--- config.mk ---
export PLATFORM = sky130hd
export DESIGN_NAME = handler_status_reg
export DESIGN_NICKNAME = d
export VERILOG_FILES = /design/src/rtl/shs_pkg.sv /design/src/rtl/shs_bank.sv /design/src/rtl/shs_shared.sv /design/src/rtl/shs_rdmux.sv /design/src/rtl/handler_status_reg.sv
export SDC_FILE = /design/constraint.sdc
export NUM_CORES = 1
export LEC_CHECK = 0
export ABC_AREA = 0
export BUFFER_PORTS_ARGS = -buffer_cell sky130_fd_sc_hd__buf_4
export CORE_ASPECT_RATIO = 0.5
export CORE_UTILIZATION = 37
export DETAILED_ROUTE_END_ITERATION = 6
export PLACE_DENSITY = 0.73
export SLEW_MARGIN = 20
export SYNTH_ARGS = -nofsm -noshare
export SYNTH_HDL_FRONTEND = slang
export SYNTH_SLANG_ARGS = --single-unit
--- constraint.sdc ---
create_clock -name clk -period 1.6 [get_ports clk]
set_clock_uncertainty 0.15 [all_clocks]
set_input_delay 0 -clock clk [delete_from_list [all_inputs] [get_ports clk]]
set_output_delay 0 -clock clk [all_outputs]
set_load 0.1 [all_outputs]
--- src/rtl/shs_pkg.sv ---
package shs_pkg;
  localparam int unsigned DATA_W = 32;

  localparam int unsigned P_MEM_ACT  = 0;
  localparam int unsigned P_BF_ACT   = 1;
  localparam int unsigned P_HF_ACT   = 2;
  localparam int unsigned P_USG_ACT  = 3;
  localparam int unsigned P_SF_ACT   = 4;
  localparam int unsigned P_NMI_ACT  = 5;
  localparam int unsigned P_SVC_ACT  = 7;
  localparam int unsigned P_DBG_ACT  = 8;
  localparam int unsigned P_PSV_ACT  = 10;
  localparam int unsigned P_TICK_ACT = 11;
  localparam int unsigned P_USG_PEND = 12;
  localparam int unsigned P_MEM_PEND = 13;
  localparam int unsigned P_BF_PEND  = 14;
  localparam int unsigned P_SVC_PEND = 15;
  localparam int unsigned P_MEM_EN   = 16;
  localparam int unsigned P_BF_EN    = 17;
  localparam int unsigned P_USG_EN   = 18;
  localparam int unsigned P_SF_EN    = 19;
  localparam int unsigned P_SF_PEND  = 20;
  localparam int unsigned P_HF_PEND  = 21;

  localparam logic [DATA_W-1:0] RSVD_MASK   = 32'hFFC0_0240;
  localparam logic [DATA_W-1:0] SF_MASK     = 32'h0018_0010;
  localparam logic [DATA_W-1:0] BUS_MASK    = 32'h0002_4002;
  localparam logic [DATA_W-1:0] LEGACY_MASK = 32'h0020_0024;

  typedef struct packed {
    logic hf_pend;
    logic hf_act;
    logic usg_en;
    logic mem_en;
    logic svc_pend;
    logic mem_pend;
    logic usg_pend;
    logic tick_act;
    logic psv_act;
    logic svc_act;
    logic usg_act;
    logic mem_act;
  } bank_t;

  typedef struct packed {
    logic dbg_act;
    logic nmi_act;
    logic bf_en;
    logic bf_pend;
    logic bf_act;
    logic sf_pend;
    logic sf_en;
    logic sf_act;
  } shared_t;

  localparam int unsigned BANK_W   = $bits(bank_t);
  localparam int unsigned SHARED_W = $bits(shared_t);
endpackage

--- src/rtl/shs_bank.sv ---
module shs_bank
  import shs_pkg::*;
#(
  parameter bit IS_SECURE = 1'b0
) (
  input  logic              clk,
  input  logic              rst_n,
  input  logic              wr_i,
  input  logic [DATA_W-1:0] wdata_i,
  input  logic              hf_pend_ok_i,
  input  logic              hf_clr_ok_i,
  input  logic              hw_set_hf_i,
  output bank_t             q_o
);
  bank_t q;
  logic  unused_bits;
  assign unused_bits = ^{wdata_i[31:22], wdata_i[20:19], wdata_i[17], wdata_i[14],
                         wdata_i[9:8], wdata_i[6:4], wdata_i[1]};

  always_ff @(posedge clk) begin
    if (!rst_n) begin
      q <= '0;
    end else begin
      if (wr_i) begin
        q.mem_act  <= wdata_i[P_MEM_ACT];
        q.usg_act  <= wdata_i[P_USG_ACT];
        q.svc_act  <= wdata_i[P_SVC_ACT];
        q.psv_act  <= wdata_i[P_PSV_ACT];
        q.tick_act <= wdata_i[P_TICK_ACT];
        q.usg_pend <= wdata_i[P_USG_PEND];
        q.mem_pend <= wdata_i[P_MEM_PEND];
        q.svc_pend <= wdata_i[P_SVC_PEND];
        q.mem_en   <= wdata_i[P_MEM_EN];
        q.usg_en   <= wdata_i[P_USG_EN];
        if (hf_pend_ok_i) q.hf_pend <= wdata_i[P_HF_PEND];
      end
      if (hf_clr_ok_i && !wdata_i[P_HF_ACT]) q.hf_act <= 1'b0;
      if (hw_set_hf_i) q.hf_act <= 1'b1;
    end
  end

  assign q_o = q;

  // the bank moves only when its own write, clear or set is present
  assert_bank_hold_R2: assert property (@(posedge clk) disable iff (!rst_n)
    (!wr_i && !hf_clr_ok_i && !hw_set_hf_i) |=> $stable(q));

  // hard-fault active never falls without the clear condition
  assert_hf_clear_gate_R8: assert property (@(posedge clk) disable iff (!rst_n)
    !hf_clr_ok_i |=> !$fell(q.hf_act));

  generate
    if (IS_SECURE) begin : g_sec
      // secure hard-fault active is only raised by its set input, never written
      assert_sec_hf_fixed_R3: assert property (@(posedge clk) disable iff (!rst_n)
        !hw_set_hf_i |=> $stable(q.hf_act));
    end
  endgenerate
endmodule

--- src/rtl/shs_shared.sv ---
module shs_shared
  import shs_pkg::*;
(
  input  logic              clk,
  input  logic              rst_n,
  input  logic              wr_i,
  input  logic              sec_i,
  input  logic              bus_ok_i,
  input  logic              nmi_clr_ok_i,
  input  logic [DATA_W-1:0] wdata_i,
  input  logic              hw_set_nmi_i,
  output shared_t           q_o
);
  shared_t q;
  logic    unused_bits;
  assign unused_bits = ^{wdata_i[31:21], wdata_i[18], wdata_i[16:15], wdata_i[13:9],
                         wdata_i[7:6], wdata_i[3:2], wdata_i[0]};

  always_ff @(posedge clk) begin
    if (!rst_n) begin
      q <= '0;
    end else begin
      if (wr_i && sec_i) begin
        q.sf_act  <= wdata_i[P_SF_ACT];
        q.sf_en   <= wdata_i[P_SF_EN];
        q.sf_pend <= wdata_i[P_SF_PEND];
      end
      if (wr_i && bus_ok_i) begin
        q.bf_act  <= wdata_i[P_BF_ACT];
        q.bf_pend <= wdata_i[P_BF_PEND];
        q.bf_en   <= wdata_i[P_BF_EN];
      end
      if (wr_i) q.dbg_act <= wdata_i[P_DBG_ACT];
      if (nmi_clr_ok_i && !wdata_i[P_NMI_ACT]) q.nmi_act <= 1'b0;
      if (hw_set_nmi_i) q.nmi_act <= 1'b1;
    end
  end

  assign q_o = q;

  // security-fault flags move only on a secure write
  assert_sf_secure_only_R4: assert property (@(posedge clk) disable iff (!rst_n)
    !(wr_i && sec_i) |=> $stable({q.sf_act, q.sf_en, q.sf_pend}));

  // bus-fault flags move only on a permitted write
  assert_bus_gated_R5: assert property (@(posedge clk) disable iff (!rst_n)
    !(wr_i && bus_ok_i) |=> $stable({q.bf_act, q.bf_pend, q.bf_en}));

  // NMI active rises only from its set input
  assert_nmi_set_only_R6: assert property (@(posedge clk) disable iff (!rst_n)
    !hw_set_nmi_i |=> !$rose(q.nmi_act));

  // NMI active never falls without the four-part condition
  assert_nmi_clear_gate_R7: assert property (@(posedge clk) disable iff (!rst_n)
    !nmi_clr_ok_i |=> !$fell(q.nmi_act));
endmodule

--- src/rtl/shs_rdmux.sv ---
module shs_rdmux
  import shs_pkg::*;
(
  input  logic              hit_i,
  input  logic              sec_i,
  input  logic              bus_ok_i,
  input  logic              legacy_i,
  input  bank_t             ns_q_i,
  input  bank_t             s_q_i,
  input  shared_t           sh_q_i,
  output logic [DATA_W-1:0] rdata_o
);
  bank_t bk;
  logic [DATA_W-1:0] r;

  always_comb begin
    bk = sec_i ? s_q_i : ns_q_i;
    r  = '0;
    r[P_MEM_ACT]  = bk.mem_act;
    r[P_USG_ACT]  = bk.usg_act;
    r[P_SVC_ACT]  = bk.svc_act;
    r[P_PSV_ACT]  = bk.psv_act;
    r[P_TICK_ACT] = bk.tick_act;
    r[P_USG_PEND] = bk.usg_pend;
    r[P_MEM_PEND] = bk.mem_pend;
    r[P_SVC_PEND] = bk.svc_pend;
    r[P_MEM_EN]   = bk.mem_en;
    r[P_USG_EN]   = bk.usg_en;
    r[P_HF_ACT]   = bk.hf_act  & ~legacy_i;
    r[P_HF_PEND]  = bk.hf_pend & ~legacy_i;
    r[P_DBG_ACT]  = sh_q_i.dbg_act;
    if (sec_i) begin
      r[P_SF_ACT]  = sh_q_i.sf_act;
      r[P_SF_EN]   = sh_q_i.sf_en;
      r[P_SF_PEND] = sh_q_i.sf_pend;
    end
    if (bus_ok_i) begin
      r[P_BF_ACT]  = sh_q_i.bf_act;
      r[P_BF_PEND] = sh_q_i.bf_pend;
      r[P_BF_EN]   = sh_q_i.bf_en;
      r[P_NMI_ACT] = sh_q_i.nmi_act & ~legacy_i;
    end
    if (!hit_i) r = '0;
  end

  assign rdata_o = r;
endmodule

--- src/rtl/handler_status_reg.sv ---
module handler_status_reg
  import shs_pkg::*;
#(
  parameter int unsigned          ADDR_W   = 12,
  parameter logic [ADDR_W-1:0]    REG_ADDR = 12'hD24
) (
  input  logic                clk,
  input  logic                rst_n,
  input  logic                legacy_mode_i,
  input  logic                core_secure_i,
  input  logic                faults_to_ns_i,
  input  logic                wr_en_i,
  input  logic [ADDR_W-1:0]   addr_i,
  input  logic [DATA_W-1:0]   wdata_i,
  input  logic                acc_secure_i,
  input  logic                hw_set_nmi_act_i,
  input  logic [1:0]          hw_set_hf_act_i,
  output logic [DATA_W-1:0]   rdata_o,
  output logic [BANK_W-1:0]   ns_flags_o,
  output logic [BANK_W-1:0]   s_flags_o,
  output logic [SHARED_W-1:0] shared_flags_o,
  output logic                upd_strobe_o
);
  localparam int unsigned NUM_BANKS = 2;

  logic    hit, wr_hit, bus_ok, clr_ok, upd_q;
  bank_t   banks [NUM_BANKS];
  shared_t sh_q;

  assign hit    = (addr_i == REG_ADDR);
  assign wr_hit = wr_en_i && hit;
  assign bus_ok = acc_secure_i || faults_to_ns_i;
  assign clr_ok = wr_hit && !acc_secure_i && core_secure_i && faults_to_ns_i && !legacy_mode_i;

  generate
    for (genvar b = 0; b < NUM_BANKS; b++) begin : g_bank
      localparam bit SEC = (b == 1);
      shs_bank #(.IS_SECURE(SEC)) u_bank (
        .clk          (clk),
        .rst_n        (rst_n),
        .wr_i         (wr_hit && (acc_secure_i == SEC)),
        .wdata_i      (wdata_i),
        .hf_pend_ok_i (!legacy_mode_i),
        .hf_clr_ok_i  (SEC ? 1'b0 : clr_ok),
        .hw_set_hf_i  (hw_set_hf_act_i[b]),
        .q_o          (banks[b])
      );
    end
  endgenerate

  shs_shared u_shared (
    .clk          (clk),
    .rst_n        (rst_n),
    .wr_i         (wr_hit),
    .sec_i        (acc_secure_i),
    .bus_ok_i     (bus_ok),
    .nmi_clr_ok_i (clr_ok),
    .wdata_i      (wdata_i),
    .hw_set_nmi_i (hw_set_nmi_act_i),
    .q_o          (sh_q)
  );

  shs_rdmux u_rdmux (
    .hit_i    (hit),
    .sec_i    (acc_secure_i),
    .bus_ok_i (bus_ok),
    .legacy_i (legacy_mode_i),
    .ns_q_i   (banks[0]),
    .s_q_i    (banks[1]),
    .sh_q_i   (sh_q),
    .rdata_o  (rdata_o)
  );

  always_ff @(posedge clk) begin
    if (!rst_n) upd_q <= 1'b0;
    else        upd_q <= wr_hit;
  end

  assign upd_strobe_o   = upd_q;
  assign ns_flags_o     = banks[0];
  assign s_flags_o      = banks[1];
  assign shared_flags_o = sh_q;

  // strobe follows each hitting write by exactly one cycle
  assert_strobe_after_write_R11: assert property (@(posedge clk) disable iff (!rst_n)
    wr_hit |=> upd_strobe_o);
  assert_no_spurious_strobe_R11: assert property (@(posedge clk) disable iff (!rst_n)
    !wr_hit |=> !upd_strobe_o);

  // reserved positions read zero
  assert_reserved_zero_R12: assert property (@(posedge clk) disable iff (!rst_n)
    (rdata_o & RSVD_MASK) == '0);

  // non-secure reads never expose security-fault flags
  assert_sf_hidden_R4: assert property (@(posedge clk) disable iff (!rst_n)
    !acc_secure_i |-> (rdata_o & SF_MASK) == '0);

  // bus-fault flags hidden when the access may not see them
  assert_bus_hidden_R5: assert property (@(posedge clk) disable iff (!rst_n)
    !bus_ok |-> (rdata_o & BUS_MASK) == '0);

  // legacy profile masks the hard-fault and NMI positions
  assert_legacy_mask_R10: assert property (@(posedge clk) disable iff (!rst_n)
    legacy_mode_i |-> (rdata_o & LEGACY_MASK) == '0);
endmodule

Word level (Yosys, flattened, before mapping):

Index checks and enable logic that the tools add are counted.

* reduce and logical (&&, ||, !) cells: 19
* mux-type cells: 12
* div/mod/pow operators: 0
* eq/ne operators: 1
* add/subtract/negate cells: 0
* magnitude comparators: 0
* shift-type cells: 0
* multipliers: 0
* bitwise logic cells: 5

Operators with widths (number)
* 22-bit two-way mux: 1
* 12-bit equality test (second input constant): 1
* 12-bit two-way mux: 1
* 1-bit logical AND: 10
* 1-bit two-way mux: 9
* 1-bit logical NOT: 4
* 2-bit AND reduction: 2
* 2-bit nonzero test: 2
* 1-bit bitwise AND: 3
* 2-bit two-way mux: 1
* 1-bit inverter: 2
* 1-bit logical OR: 1

* word-level logic and storage cells: 70
* bits in registers: 33
* memory bits (read-only): 0
* input bits: 54
* output and inout port bits: 65
* memories kept: 0
* bits in writable memories: 0
* bits in latches: 0

Longest topological paths before layout:

* depth in word-level cells: 9
* depth in mapped cells: 5
* gate-level depth less buffers: 3

Modules after synthesis:

A second synthesis with hierarchy kept.

* cells, all modules: 185
* area total of the unflattened synthesis: 1757.9 µm²

By module, submodules not included
* shs_bank: instances 2, area an instance 455.4 µm², cells an instance 41
* shs_rdmux: instances 1, area an instance 384.1 µm², cells an instance 49
* shs_shared: instances 1, area an instance 326.6 µm², cells an instance 35
* handler_status_reg: instances 1, area an instance 136.4 µm², cells an instance 19

Worst setup path before layout:

OpenSTA, ideal clock, no wires.

* kind: reg2out
* start: reg g_bank[1].u_bank.q (netlist bit g_bank[1].u_bank.q_o[10])
* end: out rdata_o[2]
* setup slack: -1.725 ns
* arrival time: 3.175 ns
* stages on the path, launching flop included: 3
* cells stage by stage: dfxtp_1 > mux2i_1 > nor3_1

* cells in the longest elaborated chain, start to end: 3

Ends and longest elaborated chain
* start: declaration: line shs_bank.sv:15 `bank_t q;`
* 12-bit two-way mux: line shs_rdmux.sv:17 `bk = sec_i ? s_q_i : ns_q_i;`
* 1-bit bitwise AND: line shs_rdmux.sv:29 `r[P_HF_ACT] = bk.hf_act & ~legacy_i;`
* 22-bit two-way mux: line shs_rdmux.sv:43 `if (!hit_i) r = '0;`
* end: declaration: line handler_status_reg.sv:18 `output logic [DATA_W-1:0] rdata_o,`

No other way between the ends.

Worst setup path in the final report:

* start: in addr_i[1]
* end: out rdata_o[11]

* cells in the longest elaborated chain, start to end: 2

Ends and longest elaborated chain
* start: declaration: line handler_status_reg.sv:13 `input logic [ADDR_W-1:0] addr_i,`
* 12-bit equality test: line handler_status_reg.sv:30 `assign hit = (addr_i == REG_ADDR);`
* 22-bit two-way mux: line shs_rdmux.sv:43

No other way between the ends.

==> impl_metrics.py <==
metrics = {
    "clock_tree": {
        "cts_tree": "done",
        "clkLatencyLatePin_ns": 0.28,
        "root_buffer": "clkbuf_8",
        "cts_buffer_depth": 2,
        "clock-sinks": 33,
        "cts_made_buffers": 5,
        "path_clk_slew_ns": 0.07,
        "post_cts_buffers": 0,
        "h-tree-depth": 2,
    },
    "timing": {
        "fin_setup_tns_ns": -1.788,
        "setup_viol": 20,
        "fmax_mhz": 575.4,
        "rsz0062_at_grt": "yes",
        "fin_ws_ns": -0.1378,
        "drv_slew": 0,
        "hold_ws_ns": 0.04628,
        "finalCritPeriodShare_pct": 108.6,
        "final_hold_viol_count": 0,
        "min_period_ns": 1.738,
    },
    "synth": {
        "netlist_area_sq_um": 1715,
        "synth_cell_types": 27,
        "ys_seq_area_share_pct": 38.51,
        "syn_inst": 194,
        "synth_ff_type": "dfxtp_1",
        "synth_area_leaders": "dfxtp_1, mux2i_1, nand2_1",
        "ys_ff_latch": 33,
        "synth_most_common_cell": "nand2_1",
        "synth_edf_count": 0,
        "syn_avg_cell_area_sq_um": 8.842,
        "yosysTopAreaCellShare_pct": 38.51,
        "ys_warn_count": 0,
        "yosysTopAreaCell": "dfxtp_1",
        "async_reset_ff_share_pct": 0,
        "synth.top_cells.by_count": "nand2_1, mux2i_1, dfxtp_1",
    },
    "cells_and_area": {
        "syn2layout_area_growth_pct": 86.51,
        "drive_above_1_share_pct": 45.63,
        "final_util_pct": 72.31,
        "n_antenna_cell": 0,
        "nets": 374,
        "fill_cells": 312,
    },
    "die": {
        "fp.dieW_microns": 98.30,
        "rows": 17,
        "die-height_microns": 50.15,
        "die_area_sq_um": 4929,
        "core_region_area_sq_um": 4424,
        "initial_core_util_pct": 38.77,
        "num_io_pins": 119,
    },
    "drt": {
        "routed_wl_microns": 5757,
        "ant_nets": 0,
        "vias_per_cell": 4.992,
        "wire_per_inst_microns": 15.27,
        "drt-pass1-iter-count": 7,
        "num_vias": 1882,
        "drt_iter0_drc": 72,
        "drc": 9,
    },
    "setup_path": {
        "critical_path_arrival_ns": 1.59,
        "critPathLaunch": "addr_i[1]",
        "r2r_cells": 2,
        "worstSetupPathType": "primary input to output pin",
        "setup.worst_path.end": "rdata_o[11]",
        "critPathMaxFanout": 10,
        "start_kind": "primary input",
        "reg2reg_from": "g_bank[0].u_bank.q_o[1]",
        "r2r_slack_ns": 0.76,
        "end_kind": "output pin",
        "required_ns": 1.45,
        "r2r-end": "g_bank[0].u_bank.q_o[1]",
    },
    "global_route": {
        "grt_max_degree": 52,
        "grt_use_total_pct": 22.50,
        "grt_pass1_vias": 1840,
        "antenna_found_initial": 0,
        "grt_pass1_wl_microns": 8604,
        "grt.overflow.total": 0,
    },
    "place": {
        "gp_congestion": 0.7125,
        "dp_hpwl_microns": 3290,
        "io_buffers": 94,
        "dp_slack_ns": -0.2632,
    },
    "status": {
        "violations": "DRC, setup timing",
        "status": "finished, violations left",
    },
    "pwr": {
        "max-vdd-ir-drop_v": 0.0003064,
        "p_per_area_nw_per_um2": 623.3,
        "p_leak_nw": 1.392,
    },
    "job": {
        "max_cap_violations": 0,
    },
    "worst_hold_path": {
        "hold_class": "primary input to register",
    },
}
-- power by group --
part	internal (mW)	leakage [nW]	switching [mW]	total, mW
clock network	0.453	0.0540	0.312	0.764
logic	0.141	1.07	0.257	0.398
registers	0.827	0.268	0.00460	0.832
total	1.42	1.39	0.573	1.99
-- cell type report --
| class | count | area [sq um] | area share (%) |
|---|---|---|---|
| repair buffers | 133 | 1286 | 40.20 |
| clock inverters | 2 | 35.03 | 1.095 |
| flip-flops and latches | 33 | 665.6 | 20.81 |
| multi-input cells | 146 | 1069 | 33.40 |
| inverters | 1 | 3.754 | 0.1173 |
| well taps | 57 | 71.32 | 2.229 |
| clock buffers | 5 | 68.82 | 2.151 |
-- kinds of logic (layout without fill, tap and decap cells) --
| group | after synthesis | after routing | synth area share [%] |
|---|---|---|---|
| AOI/OAI and AO/OA | 6 | 6 | 1.896 |
| muxes | 41 | 41 | 23.92 |
| buffers and inverters | 26 | 141 | 9.555 |
| and+or+nand+nor | 87 | 87 | 25.89 |
| other | 1 | 12 | 0.2186 |
| DFF | 33 | 33 | 38.51 |
-- timing repair --
| action | CTS | global route |
|---|---|---|
| setup endpoints to repair | 20 | 26 |
| pin swaps | 3 | 0 |
| gates resized for setup | 48 | 6 |
| hold buffers | 27 | 0 |
| hold endpoints to repair | 32 | 0 |
| cloned | 0 | 1 |
-- state kept, by name, indices dropped and copies added (netlist names) --
register           flops
g_bank.u_bank.q_o     24
u_shared.q_o           8
upd_strobe_o           1
-- stage by stage --
stage                     total power [mW]  instance area, sq um  instances
after floorplan                      1.104                  1888        205
after global placement               1.179                  2610        342
after detailed placement             1.182                  2610        342
after CTS                            1.977                  3179        376
after global routing                 2.062                  3199        377
final                                1.994                  3199        377
-- worst max-delay path: stages --
cell    delay (ns)
buf_6         0.09
or4b_4        0.55
or3_4         0.46
buf_12        0.19
nor2_4        0.11
buf_12        0.18
-- cell usage in the layout, fill, tap and decap left out --
| cell type | n |
|---|---|
| or2_2 | 1 |
| dfxtp_1 | 29 |
| bufinv_16 | 1 |
| dlygate4sd3_1 | 27 |
| buf_12 | 14 |
| nor2_4 | 10 |
| clkinv_2 | 1 |
| and2_1 | 1 |
| buf_6 | 12 |
| o21a_1 | 1 |
| dfxtp_2 | 4 |
| nand2_1 | 49 |
| mux2i_1 | 41 |
| clkbuf_8 | 5 |
| nor4_4 | 3 |
| nand2b_1 | 1 |
| nor4_1 | 3 |
| nor3_4 | 2 |
| and3_2 | 6 |
| and2_4 | 1 |
| inv_1 | 1 |
| buf_4 | 80 |
| or3b_2 | 1 |
| nand3b_1 | 1 |
| nand4b_2 | 1 |
| o21ai_0 | 3 |
| a21oi_1 | 2 |
| and4b_2 | 1 |
| nor3_1 | 3 |
| or4b_4 | 2 |
| conb_1 | 12 |
| or3_4 | 1 |
-- worst min-delay path by stage --
stage                     cells after the start          startpoint  slack, ns                       end
final                                         4       legacy_mode_i       0.05  g_bank[1].u_bank.q_o[11]
after global routing                          4       legacy_mode_i       0.05  g_bank[1].u_bank.q_o[11]
after CTS                                     4       legacy_mode_i      0.007  g_bank[1].u_bank.q_o[11]
after detailed placement                      2  hw_set_hf_act_i[1]       0.06  g_bank[1].u_bank.q_o[10]
after global placement                        2  hw_set_hf_act_i[1]       0.05  g_bank[1].u_bank.q_o[10]
after floorplan                               1       legacy_mode_i      -0.04               rdata_o[21]
-- layer usage --
layer  track usage [%]  share of wire (%)  up-vias
li1                  -                  -      885
met1             26.06                 42      913
met2             41.31                 51       72
met3             4.596                5.1       12
met4             9.453                1.6        0
met5                 0                  0        -
(Power assumes the default switching activity.)
